File: config.mk
export PLATFORM = sky130hd
export DESIGN_NAME = buck_gate_seq
export DESIGN_NICKNAME = d
export VERILOG_FILES = /design/src/rtl/buck_gate_seq.sv
export SDC_FILE = /design/constraint.sdc
export NUM_CORES = 1
export LEC_CHECK = 0
export BUFFER_PORTS_ARGS = -buffer_cell sky130_fd_sc_hd__clkbuf_2
export CORE_UTILIZATION = 45
export DETAILED_ROUTE_END_ITERATION = 8
export PLACE_DENSITY = 0.75
export REMOVE_ABC_BUFFERS = 1
export SLEW_MARGIN = 20
export SYNTH_ARGS = -nofsm -noshare
export SYNTH_HDL_FRONTEND = slang
export SYNTH_SLANG_ARGS = --single-unit
File: constraint.sdc
create_clock -name clk -period 1.56 [get_ports clk]
set_input_delay 0.078 -clock clk [delete_from_list [all_inputs] [get_ports clk]]
set_output_delay 0.078 -clock clk [all_outputs]
set_load 0.005 [all_outputs]
File: src/rtl/buck_gate_seq.sv
module buck_gate_seq #(
  parameter int PERIOD     = 16,
  parameter int DEAD_CYC   = 2,
  parameter int FULL_LIMIT = 20,
  localparam int CW = $clog2(PERIOD + 1)
) (
  input  logic          clk,
  input  logic          rst_n,
  input  logic [CW-1:0] duty,
  input  logic          ss_high,
  input  logic          hold_off,
  output logic          gh,
  output logic          gl
);
  localparam int PW = $clog2(PERIOD);
  localparam int FW = $clog2(FULL_LIMIT + 1);
  localparam int DW = $clog2(DEAD_CYC + 1);

  logic [PW-1:0] ph;
  logic [CW-1:0] duty_q;
  logic [FW-1:0] full_cnt;
  logic [DW-1:0] idle;
  logic          dropped, armed, gh_q, gl_q;

  wire           last      = ph == PW'(PERIOD - 1);
  wire [CW-1:0]  duty_c    = (duty > CW'(PERIOD)) ? CW'(PERIOD) : duty;
  wire           force_off = (full_cnt == FW'(FULL_LIMIT)) && (ph >= PW'(PERIOD / 2));
  wire           hi_req    = (CW'(ph) < duty_q) && !force_off && !hold_off;
  wire           lo_req    = !hi_req && (armed || ss_high) && !hold_off;
  wire           idle_done = idle >= DW'(DEAD_CYC - 1);
  wire           gh_d      = hi_req && !gl_q && (gh_q || idle_done);
  wire           gl_d      = lo_req && !gh_q && (gl_q || idle_done);

  always_ff @(posedge clk or negedge rst_n) begin
    if (!rst_n) begin
      ph       <= '0;
      duty_q   <= '0;
      full_cnt <= '0;
      dropped  <= 1'b0;
      armed    <= 1'b0;
      idle     <= DW'(DEAD_CYC - 1);
      gh_q     <= 1'b0;
      gl_q     <= 1'b0;
    end else begin
      ph <= last ? '0 : ph + PW'(1);
      if (last) begin
        duty_q  <= duty_c;
        dropped <= 1'b0;
        if (dropped || !hi_req)                 full_cnt <= '0;
        else if (full_cnt != FW'(FULL_LIMIT))   full_cnt <= full_cnt + FW'(1);
      end else begin
        dropped <= dropped | !hi_req;
      end
      armed <= hold_off ? 1'b0 : (armed | gh_q);
      if (gh_q || gl_q)  idle <= '0;
      else if (!idle_done) idle <= idle + DW'(1);
      gh_q <= gh_d;
      gl_q <= gl_d;
    end
  end

  assign gh = gh_q;
  assign gl = gl_q;
endmodule


==> flow_metrics.py <==
metrics = {
    "routing": {
        "drt_iter0_markers": 10,
        "vias": 817,
        "drcViolationCount": 0,
        "drt-pass1-iter-count": 4,
        "postRouteAntennaNets": 0,
        "drt-total-wl_um": 2010,
        "vias_per_cell": 5.27,
        "wire_per_inst_um": 13.0,
    },
    "worst_setup_path": {
        "startpoint_type": "register",
        "r2r_slack_ns": -0.27,
        "rr_startpoint": "full_cnt[0]",
        "r2r.worst_path.cells": 7,
        "crit_start": "full_cnt[0]",
        "worst_ep_arrival_time_ns": 2.08,
        "worstPathRequired_ns": 1.80,
        "cp-end-kind": "register",
        "timing.rr.end": "full_cnt[3]",
        "crit_fanout": 5,
        "worst-setup-path-type": "reg2reg",
    },
    "cells_and_area": {
        "area.growth.synth_to_final_pct": 28.2,
        "layout_common_cells": "dfrtp_1 (19), buf_4 (15), inv_1 (12)",
        "layout.cells.non_filler": 155,
        "final_common_cell": "dfrtp_1",
        "postLayoutCellArea_mm2": 0.00128,
        "fin_nets": 146,
        "drive_above_1_share_pct": 32.0,
        "antenna_cells": 0,
    },
    "worst_hold_path": {
        "min_path_cells": 3,
        "hold-path-endpoint": "duty_q[1]",
        "hp-class": "in2reg",
        "hold_start": "duty[1]",
    },
    "timing": {
        "timing.final.crit_share_pct": 118,
        "setup_ws_ns": -0.275,
        "skew_ns": 0.00423,
        "rsz0062_at_grt": "yes",
        "fmax_mhz": 545,
        "hold_viol": 1,
        "whs_ns": -0.00165,
        "timing.final.max_slew_violations": 0,
        "worstMarginPinSlew_ns": 0.541,
        "slew_headroom_pct": 63.9,
        "setup_viol_count_final": 8,
        "period_needed_ns": 1.83,
    },
    "die": {
        "start_util_pct": 49.4,
        "die_area_mm2": 0.00241,
        "die_y_um": 49.1,
        "core_mm2": 0.00202,
        "pin_count": 11,
        "die_w_um": 49.1,
        "num_rows": 16,
    },
    "placed_design": {
        "place_ws_ns": -0.208,
        "dpl.cell_count": 142,
        "hpwl_um": 1390,
        "port-buffer-count": 10,
        "place.gp.congestion": 0.789,
        "dpl_cell_area_mm2": 0.00114,
    },
    "global_routing": {
        "antenna_found_initial": 0,
        "grt_pass1_wl_um": 3390,
        "grt_pass1_vias": 812,
        "grt.total_usage_pct": 18.8,
        "grt_max_degree": 21,
        "busiest_layer": "met2",
        "gr-usage-met1_pct": 21.2,
        "gr-total-overflow": 0,
        "grt_use_met3_pct": 3.12,
        "gr-usage-met2_pct": 33.1,
    },
    "synth": {
        "syn_avg_cell_area_um2": 10.2,
        "yosys_warnings": 0,
        "synth-seq-cells": 20,
        "synth_cell_types": 30,
        "syn_inst": 98,
        "seq_area_frac_synth_pct": 50.3,
        "syn_area_um2": 998,
    },
    "cts": {
        "clk_pin_slew_ns": 0.11,
        "cts_sinks": 20,
        "cts_buffers": 3,
        "cts_buffer_depth": 2,
        "clk-insertion-delay-late_ns": 0.31,
        "cts-htree-levels": 1,
        "cts_root_buf": "clkbuf_4",
        "cts_tree": "yes",
    },
    "outcome": {
        "status": "finished with violations",
        "violations": "hold timing, setup timing",
    },
    "power_and_ir_drop": {
        "peakVddDrop_mv": 0.496,
        "power.density_mw_per_mm2": 876,
        "p_leak_uw": 0.000632,
    },
    "flow_run": {
        "max_cap_violations": 0,
    },
}
==> critical path, cell delays in order (launching register included) <==
cell	delay, ns
dfrtp_1	0.38
inv_2	0.04
ha_2	0.16
and4b_1	0.17
a221o_1	0.37
a211oi_4	0.35
a21oi_2	0.11
o22ai_2	0.17
==> power by group <==
part	internal (uW)	total [uW]	leakage, uW	switching, uW
registers	578	616	0.000260	38.2
clock network	100	266	0.0000150	166
logic	119	238	0.000358	120
==> metal layers <==
layer | routed length (um) | vias to the layer above
met3 | 61 | 5
met4 | 46 | 0
met5 | 0 | -
met2 | 989 | 18
met1 | 916 | 398
li1 | - | 396
==> area by class of cell <==
cell class	instances	area, um^2
Inverter	14	52.6
Fill cell	165	742
Clock buffer	4	26.3
Timing Repair Buffer	28	193
Sequential cell	20	502
Multi-Input combinational cell	62	473
Tap cell	27	33.8
==> registers in the layout, summed over array words and instances (netlist names) <==
register,count
ph,4
idle,2
full_cnt,5
duty_q,5
gh,1
armed,1
gl,1
dropped,1
==> synth_stat cells <==
library cell | instances | share of area, %
o21ai_0 | 7 | 3.5
nor2_1 | 4 | 1.5
nor3_1 | 3 | 1.5
o21ai_1 | 3 | 1.5
and4b_1 | 1 | 1.0
dfrtp_1 | 19 | 48
o22ai_1 | 2 | 1.3
nand2b_1 | 2 | 1.3
nor4_1 | 1 | 0.63
and3_1 | 1 | 0.63
a21oi_1 | 4 | 2.0
mux2i_1 | 1 | 1.0
o211a_1 | 1 | 1.0
clkbuf_1 | 2 | 0.75
o41ai_1 | 1 | 0.88
nand2_1 | 5 | 1.9
nand3_1 | 4 | 2.0
xnor2_1 | 1 | 0.88
dfstp_2 | 1 | 2.6
nor2b_1 | 2 | 1.3
nand2_2 | 1 | 0.63
inv_1 | 14 | 5.3
nand3b_1 | 4 | 3.0
xor2_1 | 1 | 0.88
a221o_1 | 1 | 1.0
ha_1 | 8 | 10
a21o_1 | 1 | 0.75
a211oi_4 | 1 | 2.0
a22o_1 | 1 | 0.88
a2111oi_0 | 1 | 0.88
==> how the worst max path moves through the flow <==
stage / endpoint / slack, ns / cells after the start
final: full_cnt[3] / -0.27 / 7
after global routing: full_cnt[3] / -0.36 / 7
after CTS: full_cnt[3] / -0.20 / 7
after detailed placement: full_cnt[3] / -0.21 / 7
after global placement: full_cnt[2] / -0.13 / 7
after floorplan: full_cnt[3] / -0.11 / 7
==> per-stage QoR <==
step / util [%] / total power [uW] / setup TNS [ns]
finish: 63.3 / 1120 / -1.57
global placement: 56.5 / 830 / -0.407
detailed placement: 56.5 / 851 / -0.785
CTS: 60.4 / 1120 / -0.966
floorplan: - / 776 / -0.375
global route: 63.3 / 1190 / -2.13
==> cell families after synthesis <==
family,share of synthesized area (%)
mux,1.00
compound gates,15.7
simple gates,15.3
xor+xnor,1.75
flops,50.3
buf+inv,6.02
fa+ha+maj,10.0
==> repair_timing <==
action | 4_1_cts | 5_1_grt
gates resized for setup | 5 | 8
pin swaps | 3 | 6
hold buffers | 3 | 0
setup buffers | 2 | 4
cloned | 0 | 0
endpoints found under the hold margin | 22 | 0
endpoints found under the setup margin | 8 | 13
Power figures use the tool's default switching activity.
